==> config.mk <==
export PLATFORM = sky130hd
export DESIGN_NAME = strap_freq_select
export DESIGN_NICKNAME = d
export VERILOG_FILES = /design/src/rtl/strap_pkg.sv /design/src/rtl/strap_ctrl.sv /design/src/rtl/strap_dp.sv /design/src/rtl/strap_freq_select.sv
export SDC_FILE = /design/constraint.sdc
export NUM_CORES = 1
export LEC_CHECK = 0
export CAP_MARGIN = 0
export CORE_AREA = 5 5 42 44
export DETAILED_ROUTE_END_ITERATION = 7
export DIE_AREA = 0 0 47 49
export DONT_BUFFER_PORTS = 1
export PLACE_DENSITY_LB_ADDON = 0.25
export SLEW_MARGIN = 30
export SYNTH_ARGS = -nofsm -noshare
export SYNTH_HDL_FRONTEND = slang
export SYNTH_SLANG_ARGS = --single-unit
==> constraint.sdc <==
create_clock -name clk -period 0.8 [get_ports clk]
set_input_delay 0.16 -clock clk [delete_from_list [all_inputs] [get_ports clk]]
set_output_delay 0.16 -clock clk [all_outputs]
set_load 0.03 [all_outputs]
==> src/rtl/strap_pkg.sv <==
package strap_pkg;

  // Strobes from the control to the datapath
  typedef struct packed {
    logic capture;  // load the strap pins on this edge
    logic drive;    // pins have been handed to the output drivers
  } strap_strobe_t;

  typedef enum logic {
    ST_SAMPLE = 1'b0,
    ST_RUN    = 1'b1
  } strap_state_e;

endpackage

==> src/rtl/strap_ctrl.sv <==
module strap_ctrl
  import strap_pkg::*;
(
  input  logic          clk,
  input  logic          porN,
  output strap_strobe_t strb
);

  strap_state_e stateQ;

  // Leaves sampling on the first edge with reset released
  always_ff @(posedge clk or negedge porN) begin
    if (!porN) stateQ <= ST_SAMPLE;
    else       stateQ <= ST_RUN;
  end

  always_comb begin
    strb.capture = !porN;
    strb.drive   = (stateQ == ST_RUN);
  end

endmodule

==> src/rtl/strap_dp.sv <==
module strap_dp
  import strap_pkg::*;
#(
  parameter int FS_W = 4
) (
  input  logic              clk,
  input  logic              porN,
  input  strap_strobe_t     strb,
  input  logic [FS_W:0]     pinIn,
  input  logic              softSrc,
  input  logic [FS_W:0]     softSel,
  input  logic              agpToggle,
  output logic [FS_W-1:0]   strapFs,
  output logic              strapAgp,
  output logic [FS_W-1:0]   fsReadback,
  output logic [FS_W:0]     effSel,
  output logic              effAgp
);

  localparam int PIN_W = FS_W + 1;
  localparam int IDX_W = FS_W + 1;
  localparam int AGP_BIT = FS_W;

  logic [PIN_W-1:0] strapQ;
  logic [IDX_W-1:0] hwIdx;
  logic [IDX_W-1:0] nextSel;
  logic             nextAgp;
  logic [IDX_W-1:0] selQ;
  logic             agpQ;

  // Holding register: follows the pins only while reset is asserted
  always_ff @(posedge clk) begin
    if (strb.capture) strapQ <= pinIn;
  end

  assign strapFs  = strapQ[FS_W-1:0];
  assign strapAgp = strapQ[AGP_BIT];

  // Readback inverts each strap bit
  for (genvar i = 0; i < FS_W; i++) begin : g_rb
    assign fsReadback[i] = ~strapQ[i];
  end

  // Hardware index: straps in the low bits, upper bit cleared
  assign hwIdx   = IDX_W'(strapQ[FS_W-1:0]);
  assign nextSel = softSrc ? softSel : hwIdx;
  assign nextAgp = strapQ[AGP_BIT] ^ agpToggle;

  always_ff @(posedge clk or negedge porN) begin
    if (!porN) begin
      selQ <= '0;
      agpQ <= 1'b0;
    end else begin
      selQ <= nextSel;
      agpQ <= nextAgp;
    end
  end

  assign effSel = selQ;
  assign effAgp = agpQ;

endmodule

==> src/rtl/strap_freq_select.sv <==
module strap_freq_select
  import strap_pkg::*;
#(
  parameter int FS_W = 4
) (
  input  logic            clk,
  input  logic            porN,
  input  logic [FS_W:0]   pinIn,
  input  logic            softSrc,
  input  logic [FS_W:0]   softSel,
  input  logic            agpToggle,
  output logic            pinOe,
  output logic [FS_W-1:0] strapFs,
  output logic            strapAgp,
  output logic [FS_W-1:0] fsReadback,
  output logic [FS_W:0]   effSel,
  output logic            effAgp
);

  strap_strobe_t strb;

  strap_ctrl i_ctrl (
    .clk  (clk),
    .porN (porN),
    .strb (strb)
  );

  strap_dp #(.FS_W(FS_W)) i_dp (
    .clk        (clk),
    .porN       (porN),
    .strb       (strb),
    .pinIn      (pinIn),
    .softSrc    (softSrc),
    .softSel    (softSel),
    .agpToggle  (agpToggle),
    .strapFs    (strapFs),
    .strapAgp   (strapAgp),
    .fsReadback (fsReadback),
    .effSel     (effSel),
    .effAgp     (effAgp)
  );

  assign pinOe = strb.drive;

endmodule

Word level (Yosys, flattened, before mapping)
Cells that the tools add are included.
Cells by class
  muxes and demuxes: 1
  bitwise operators: 5
Operator list (number)
  two-way mux 5 bit: 1
  inverter 1 bit: 4
  bitwise XOR 1 bit: 1
Storage, ports and cells
  flip-flop bits (word level): 12
  bits of input ports: 14
  output and inout port bits: 16
  logic and storage cells: 10

Longest topological paths before layout
Gate-level depths: netlist of the first run.
  depth after elaboration: 1
  mapped depth: 1
  gate-level depth less buffers: 1

Cells and area by module
From an unflattened synthesis of the first run, not the netlist that was laid out.
Unflattened totals
  cells, all modules: 25
  area, all modules: 416.6 sq um
By module, submodules not included
  strap_dp: times used 1, cells each 21, area each 376.6 sq um, seq. area each 300.3 sq um
  strap_ctrl: times used 1, cells each 4, area each 40.0 sq um, seq. area each 25.0 sq um

Worst setup path after synthesis of the first run
OpenSTA, ideal clock, no wires.
  kind: register to register
  start point: register i_dp.strapQ[0]
  end point: register i_dp.selQ[0], in the netlist i_dp.effSel[0]
  setup time: 0.125 ns
  arrival: 0.825 ns
  required time: 0.675 ns
  slack: -0.150 ns
  cell stages (with the launch flop): 2
  path buffers: 0
  period minus slack after synthesis: 0.950 ns
  cell sequence: edfxtp_1 > mux2_2
On the way
  cells in the longest elaborated chain, start to end: 1
Ends and longest elaborated chain
  start, declared: RTL line strap_dp.sv:24  | logic [PIN_W-1:0] strapQ;
  start signal, assigned: RTL line strap_dp.sv:33  | if (strb.capture) strapQ <= pinIn;
  two-way mux 5 bit: RTL line strap_dp.sv:46  | assign nextSel = softSrc ? softSel : hwIdx;
  via i_dp.nextSel[0]: RTL line strap_dp.sv:26  | logic [IDX_W-1:0] nextSel;
  end signal, assigned: RTL line strap_dp.sv:54  | selQ <= nextSel;
  end, declared: RTL line strap_dp.sv:28  | logic [IDX_W-1:0] selQ;
The timed path passes the listed nets, and every way through them passes these cells.
A chain may end at the register's enable or synchronous reset.

Worst setup path in the final report of the first run
  start point: register i_dp.strapQ[0]
  end point: output port fsReadback[0]
On the way
  cells in the longest elaborated chain, start to end: 1
Ends and longest elaborated chain
  inverter 1 bit: RTL line strap_dp.sv:41  | assign fsReadback[i] = ~strapQ[i];
  end, declared: RTL line strap_freq_select.sv:15  | output logic [FS_W-1:0] fsReadback,
No other way between the ends.

==> reports/metrics.cfg, run 1 <==
[min_path]
hp-class=input pin to register
worstHoldStart=softSel[3]

[outcome]
violations=negative setup slack
outcome=complete, but fails checks

[placement]
dp_hpwl_um=651
placed_cells=49
io_buffers=0
gp_congestion=0.574

[clock_network]
clockBufferDepth=2
cts_tree=built
numCtsBuffers=3
cts-root-buf=clkbuf_4
clk_pin_slew_ns=0.07
cts_sinks=12
h-tree-depth=1
insertion_delay_ns=0.26

[worst_setup_path]
critPathLaunch=i_dp.strapQ[0]
slowest_stage=edfxtp_1
crit_chain=inv_1, buf_6
cp.arrival_ns=0.90
reg2reg_from=i_dp.strapQ[1]
crit_family=flip-flops
worst-path-buf-inv=2
startpoint_type=register
crit_path_max_fanout=3
worstPathRequired_ns=0.64
setup.worst_path.class=register to output port
end_kind=output port
cp_slowest_stage_delay_ns=0.42

[synth]
synth_mux_area_share_pct=11.0
yosys.area_share.simple_pct=1.83
synth_flop_cell=dfrtp_1
yosysUniqueCellTypes=7
synth_edf_count=5
yosysWarningCount=0
synth_common_cells=dfrtp_1 (7), edfxtp_1 (5), inv_1 (5)
synthAdderAreaFrac_pct=0
post-synth-top-count-cell=dfrtp_1
synth_top_family_by_area=multiplexers
synth_top_area_share_pct=42.8
synth-xor-area-share_pct=2.14
synth-compound-area-share_pct=0
avgSynthCellArea_sq_um=17.0
synth_top_cell_by_area=dfrtp_1
synth_async_sr_flop_share_pct=58.3
ys_seq_area_share_pct=79.5
yosys-top-cells-area=dfrtp_1 (43%), edfxtp_1 (37%), mux2_2 (11%)
syn-num-nets=38
synth_cells=24
netlist_area_sq_um=409
ys_ff_latch=12

[die]
num_rows=14
die_w_um=47
core-area_sq_um=1400
ios=30
die_area_sq_um=2300
die-height_um=49
start_util_pct=29.2

[routing]
drtAntennaViolNets=0
wl_per_cell_um=12.9
drc=0
vias_per_cell=4.06
via_count=256
first_pass_iters=1
initialDrtViolationCount=0
wirelength_um=815

[power_and_ir_drop]
ir_drop_uv=957
powerDensity_nw_per_um2=2150
leakagePower_uw=0.000290

[cells_and_area]
nets=62
antenna_cells=0
drive_above_1_share_pct=61.7
synthToLayoutAreaGrowth_pct=59.9
fin_cells=63

[timing]
fin_crit_sh_pct=133
fin_crit_ns=1.06
fin_skew_ns=0.000154
slew_viol_final=0
setup_viol=19
setup_tns_ns=-3.01
hold_viol=0
setup_ws_ns=-0.263
rsz0062_at_grt=yes
max_freq_mhz=941

[grt]
gr-total-overflow=0
grt_max_degree=8
grt_pass1_vias=272
grt_pass1_wl_um=1170
antenna_found_initial=0
grt_usage_pct=7.51

[job]
drv_cap=0

## logic make-up (layout without fill, tap and decap cells)
| logic type | Yosys count | after routing |
|---|---|---|
| DFF | 12 | 12 |
| muxes | 4 | 4 |
| xor gates and xnor gates | 1 | 1 |
| buffers and inverters | 5 | 28 |
| and+or+nand+nor | 1 | 1 |
| other | 1 | 1 |
## worst reg2reg max path: cells and delay by family, from the launching register on
| kind | cells | cell delay (ns) |
|---|---|---|
| DFF | 1 | 0.43 |
| buffers and inverters | 1 | 0.15 |
| muxes | 1 | 0.25 |
## routing by layer
metal	GRT usage (%)	part of all wire (%)	vias up
met1	5.30	26	123
met5	0	0	-
met2	14.0	62	11
met4	5.53	0.61	0
li1	-	-	120
met3	2.95	11	2
## layout by cell type (no fill, tap or decap)
cell type and n:
clkbuf_1 1, edfxtp_1 5, and2_2 1, buf_4 5, xor2_1 1, clkbuf_4 3
inv_2 2, mux2_4 1, mux2_2 3, buf_6 7, dfrtp_2 7, dlygate4sd3_1 7
conb_1 1, inv_1 3
## sequential cells by signal, summed over array words and instances (netlist names)
signal,flops
i_dp.effSel,5
i_dp.strapQ,5
i_ctrl.stateQ,1
i_dp.effAgp,1
## metrics by stage
step	hold WS, ns	power [uW]	utilization (%)	setup slack, ns	cell area, sq um
floorplan	-0.136	899	-	-0.150	409
global placement	-0.135	965	35.4	0.0112	497
detailed placement	-0.135	967	35.4	0.00974	497
CTS	0.0280	1420	45.9	-0.263	643
global route	0.0239	1470	46.7	-0.301	654
finish	0.0387	1400	46.7	-0.263	654
## where the power goes
group          switching [uW]  internal [uW]  leakage (uW)
sequential               89.6            702      0.000124
combinational             120            122      0.000151
clock                     179            192     0.0000150
total                     388           1020      0.000290
## final timing paths
| check | endpoint | slack, ns | depth (start not counted) |
|---|---|---|---|
| worst max-delay path | fsReadback[0] | -0.26 | 2 |
| worst min-delay path | i_dp.effSel[3] | 0.04 | 1 |
| worst max register to register | i_dp.effSel[1] | -0.13 | 2 |
| worst min register to register | i_dp.effSel[3] | 0.54 | 1 |
| max in group asynchronous | i_dp.effSel[0] | 0.32 | 1 |
| min in group asynchronous | i_dp.effSel[1] | 0.22 | 1 |
## cell type report
| cell class | count | area, sq um |
|---|---|---|
| tap | 16 | 20.0 |
| fill | 140 | 747 |
| multi-input combinational | 7 | 68.8 |
| sequential | 12 | 334 |
| clock buffer | 4 | 26.3 |
| inverter | 5 | 18.8 |
| timing repair buffer | 19 | 186 |
## timing repair
action | in CTS | in global routing
endpoints found under the setup margin | 17 | 21
hold buffers | 7 | 0
buffers inserted | 3 | 1
resized for setup | 12 | 5
hold endpoints to repair | 13 | 0
Power figures use the tool's default switching activity.
==> run 2: changes to the inputs <==
--- a/config.mk
+++ b/config.mk
@@ -11,6 +11,7 @@
 export DIE_AREA = 0 0 47 49
 export DONT_BUFFER_PORTS = 1
 export PLACE_DENSITY_LB_ADDON = 0.25
+export RECOVER_POWER = 25
 export SLEW_MARGIN = 30
 export SYNTH_ARGS = -nofsm -noshare
 export SYNTH_HDL_FRONTEND = slang
==> constraint.sdc (replaced) <==
create_clock -name clk -period 1 [get_ports clk]
set_input_delay 0.2 -clock clk [delete_from_list [all_inputs] [get_ports clk]]
set_output_delay 0.2 -clock clk [all_outputs]
set_load 0.03 [all_outputs]
==> run 2 against run 1 <==
  * The run still ends with negative setup slack left
  * Die area unchanged
  * Sequential share of layout area increased by 5.3 points
  * Cell count decreased by 9.5%
  * Combinational power decreased by 29%
==> reports/metrics.cfg, run 2 (synthesis results as in run 1) <==
[grt]
grt_usage_pct=7.51
antenna_found_initial=0
grt_pass1_vias=269
grt_max_degree=8
grt_pass1_wl_um=1170
gr-total-overflow=0

[cells_and_area]
final_cell_mix=dfrtp_1 (6), buf_6 (6), buf_4 (6)
antenna_cells=0
fillers=145
drive_above_1_share_pct=56.1
final_core_util_pct=41.3
nets=56
synthToLayoutAreaGrowth_pct=41.6

[routing]
drc=0
drtAntennaViolNets=0
first_pass_iters=1
wirelength_um=774
wl_per_cell_um=13.6
vias_per_cell=4.09
initialDrtViolationCount=0
via_count=233

[worst_setup_path]
crit_chain=inv_1, buf_6
crit_path_max_fanout=3
slowest_stage=edfxtp_1
startpoint_type=register
end_kind=output port
cp_slowest_stage_delay_ns=0.42
cp.arrival_ns=0.89
worstPathRequired_ns=0.80
setup.worst_path.class=register to output port

[min_path]
hp-class=input pin to register

[timing]
max_freq_mhz=917
fin_crit_ns=1.09
hold_slack_ns=0.0237
hold_viol=0
setup_viol=9
fin_crit_sh_pct=109
fin_skew_ns=0.000155
slew_viol_final=0
rsz0062_at_grt=yes
setup_tns_ns=-0.613
setup_ws_ns=-0.0909

[power_and_ir_drop]
p_sw_uw=306
power_uw=1090
clockPowerShare_pct=27.1
swShare_pct=27.9
leakagePower_uw=0.000266
seq_power_share_pct=57.3
combPwrFrac_pct=15.5
internal-power_uw=789
powerDensity_nw_per_um2=1890
ir_drop_uv=779

[placement]
pre_cts_slack_ns=0.175
io_buffers=0
gp_congestion=0.574
dp_hpwl_um=651

[die]
die-height_um=49
core-area_sq_um=1400
die_area_sq_um=2300
num_rows=14
start_util_pct=29.2
ios=30
die_w_um=47

[job]
drv_cap=0

[clock_network]
cts_tree=built
cts_sinks=12
insertion_delay_ns=0.26
clk_pin_slew_ns=0.07
numCtsBuffers=3
cts-root-buf=clkbuf_4
h-tree-depth=1
clockBufferDepth=2

[outcome]
violations=negative setup slack
outcome=complete, but fails checks

==> run 2: cell types whose count changed in the layout (fill, tap and decap cells not counted), sizes merged <==
cell	previous run	this run
dlygate4sd3	7	1
==> run 2: per-layer routing <==
| layer | GRT usage (%) | vias up | part of all wire (%) |
|---|---|---|---|
| li1 | - | 108 | - |
| met1 | 6.22 | 112 | 28 |
| met2 | 12.9 | 11 | 60 |
| met3 | 3.32 | 2 | 11 |
| met4 | 5.53 | 0 | 0.65 |
| met5 | 0 | - | 0 |
==> run 2: final timing paths <==
| path | from | slack (ns) | depth (start not counted) | to |
|---|---|---|---|---|
| min reg2reg | i_dp.strapQ[3] | 0.55 | 1 | i_dp.effSel[3] |
| min in group asynchronous | porN | 0.26 | 1 | i_dp.effSel[3] |
| max | i_dp.strapQ[0] | -0.09 | 2 | fsReadback[0] |
| min | agpToggle | 0.02 | 1 | i_dp.effAgp |
| max in group asynchronous | porN | 0.49 | 1 | i_dp.effSel[1] |
| max reg2reg | i_dp.strapQ[1] | 0.06 | 2 | i_dp.effSel[1] |
==> run 2: layout make-up <==
cell class / count / area [sq um] / area share [%]
Inverter: 5 / 18.8 / 3.24
Sequential cell: 12 / 327 / 56.4
Multi-Input combinational cell: 7 / 65.1 / 11.2
Clock buffer: 4 / 26.3 / 4.54
Tap cell: 16 / 20.0 / 3.46
Timing Repair Buffer: 13 / 123 / 21.2
==> run 2: power groups by stage <==
| stage | registers (uW) | clock network [uW] | logic (uW) |
|---|---|---|---|
| final | 628 | 297 | 170 |
| after global routing | 633 | 334 | 179 |
| after CTS | 626 | 313 | 170 |
| after detailed placement | 638 | 0 | 136 |
| after global placement | 637 | 0 | 135 |
| after floorplan | 665 | 0 | 53.8 |
==> run 2: critical path: cells and delay by family, from the launching register on <==
| family | cells | cell delay, ns |
|---|---|---|
| DFF | 1 | 0.42 |
| buffers and inverters | 2 | 0.22 |
==> run 2: through the flow <==
| stage | cell area (sq um) | std cells |
|---|---|---|
| after global routing | 579 | 57 |
| after global placement | 497 | 49 |
| after detailed placement | 497 | 49 |
| after floorplan | 409 | 24 |
| after CTS | 574 | 57 |
| final | 579 | 57 |
==> run 2: repair_timing <==
item                       4_1_cts  5_1_grt
setup endpoints to repair        9       10
buffers inserted                 3        0
pin swaps                        0        0
hold buffers                     1        0
resized for setup                5        4
hold endpoints to repair         7        0
==> run 3: changes to the inputs <==
--- a/config.mk
+++ b/config.mk
@@ -7,6 +7,7 @@
 export LEC_CHECK = 0
 export CAP_MARGIN = 0
 export CORE_AREA = 5 5 42 44
+export CTS_BUF_LIST = sky130_fd_sc_hd__clkbuf_16
 export DETAILED_ROUTE_END_ITERATION = 7
 export DIE_AREA = 0 0 47 49
 export DONT_BUFFER_PORTS = 1
==> run 3 against run 2 <==
  * The flow still finishes with violations (negative setup slack)
  * Design area increased by 9.5%
  * Global-route usage increased by 0.071 points
  * Sequential cell count unchanged
  * Critical endpoint is now fsReadback[1]
  * Largest cell class unchanged
==> reports/metrics.cfg, run 3 (synthesis results as in run 1) <==
[outcome]
outcome=complete, but fails checks
violations=negative setup slack

[clock_network]
numCtsBuffers=3
clockBufferDepth=2
clk_pin_slew_ns=0.04
cts_sinks=12
insertion_delay_ns=0.23
h-tree-depth=1
cts_tree=built
cts-root-buf=clkbuf_16

[power_and_ir_drop]
clockPowerShare_pct=46.9
powerDensity_nw_per_um2=2380
seq_power_share_pct=41.7
leakagePower_uw=0.000298
combPwrFrac_pct=11.4
p_sw_uw=348
ir_drop_uv=1260
internal-power_uw=1160
swShare_pct=23.0

[cells_and_area]
antenna_cells=0
fillers=141
drive_above_1_share_pct=54.8
layout_commonest_cell=buf_4
nets=57
fin_cells=58
final_cell_mix=buf_4 (8), dfrtp_1 (7), edfxtp_1 (5), buf_6 (5)
synthToLayoutAreaGrowth_pct=55.0
final_core_util_pct=45.3

[timing]
setup_viol=9
fin_skew_ns=0.000233
setup_tns_ns=-0.341
rsz0062_at_grt=yes
fin_crit_sh_pct=105
hold_viol=0
setup_ws_ns=-0.0509
slew_viol_final=0
max_freq_mhz=952
fin_crit_ns=1.05

[die]
die-height_um=49
ios=30
num_rows=14
die_w_um=47
die_area_sq_um=2300
core-area_sq_um=1400
start_util_pct=29.2

[grt]
gr-total-overflow=0
grt_pass1_vias=263
grt_usage_pct=7.58
antenna_found_initial=0
grt_pass1_wl_um=1200
grt_max_degree=8

[worst_setup_path]
setup.worst_path.class=register to output port
startpoint_type=register
worstPathRequired_ns=0.80
cp.arrival_ns=0.85
end_kind=output port
crit_path_max_fanout=3
crit_chain=inv_2, buf_6
slowest_stage=edfxtp_1
cp_slowest_stage_delay_ns=0.42

[job]
drv_cap=0

[placement]
placed_cells=49
dp_hpwl_um=651
io_buffers=0
gp_congestion=0.574
pre_cts_slack_ns=0.175

[routing]
vias_per_cell=3.98
drtAntennaViolNets=0
via_count=231
wirelength_um=787
first_pass_iters=2
wl_per_cell_um=13.6
initialDrtViolationCount=1
drc=0

[min_path]
hp-class=input pin to register

-- run 3: critical path, delay by kind of cell (launching register included) --
kind / cells / cell delay (ns)
buffers and inverters: 2 / 0.19
flip-flops: 1 / 0.42
-- run 3: metal layers --
metal	up-vias	part of all wire, %	track usage (%)
met5	-	0	0
met4	0	0	2.76
met3	0	12	5.54
met2	11	57	12.4
met1	110	30	6.91
li1	110	-	-
-- run 3: final timing paths --
path | to | slack [ns] | start | depth (start not counted)
max reg2reg | i_dp.effSel[2] | -0.04 | i_dp.strapQ[2] | 3
min | i_dp.effAgp | 0.06 | agpToggle | 1
min reg2reg | i_dp.effSel[0] | 0.54 | i_dp.strapQ[0] | 1
max in group asynchronous | i_dp.effSel[0] | 0.47 | porN | 1
min in group asynchronous | i_dp.effSel[1] | 0.29 | porN | 1
max | fsReadback[1] | -0.05 | i_dp.strapQ[1] | 2
-- run 3: what timing repair did --
action,4_1_cts,5_1_grt
hold buffers,1,0
pin swaps,0,0
endpoints found under the hold margin,7,0
gates resized for setup,4,3
setup endpoints to repair,9,9
buffers inserted,3,1
-- run 3: final cells by class --
class	count	area, sq um	share of cell area, %
multi-input combinational	7	65.1	10.3
sequential	12	325	51.3
clock buffer	3	75.1	11.8
timing repair buffer	14	126	19.9
tap	16	20.0	3.16
clock inverter	1	3.75	0.592
inverter	5	18.8	2.96
-- run 3: power by group through the flow --
stage	combinational [uW]	clock, uW	sequential, uW
2_1_floorplan	53.8	0	665
3_3_place_gp	135	0	637
3_5_place_dp	136	0	638
4_1_cts	168	725	629
5_1_grt	182	759	634
6_report	172	709	630
-- run 3: metrics by stage --
stage	hold slack (ns)	power (uW)	cell area [sq um]
final	0.0553	1510	634
after global routing	0.0487	1570	634
after CTS	0.0519	1520	623
after detailed placement	-0.0954	773	497
after global placement	-0.0954	772	497
after floorplan	-0.0956	719	409
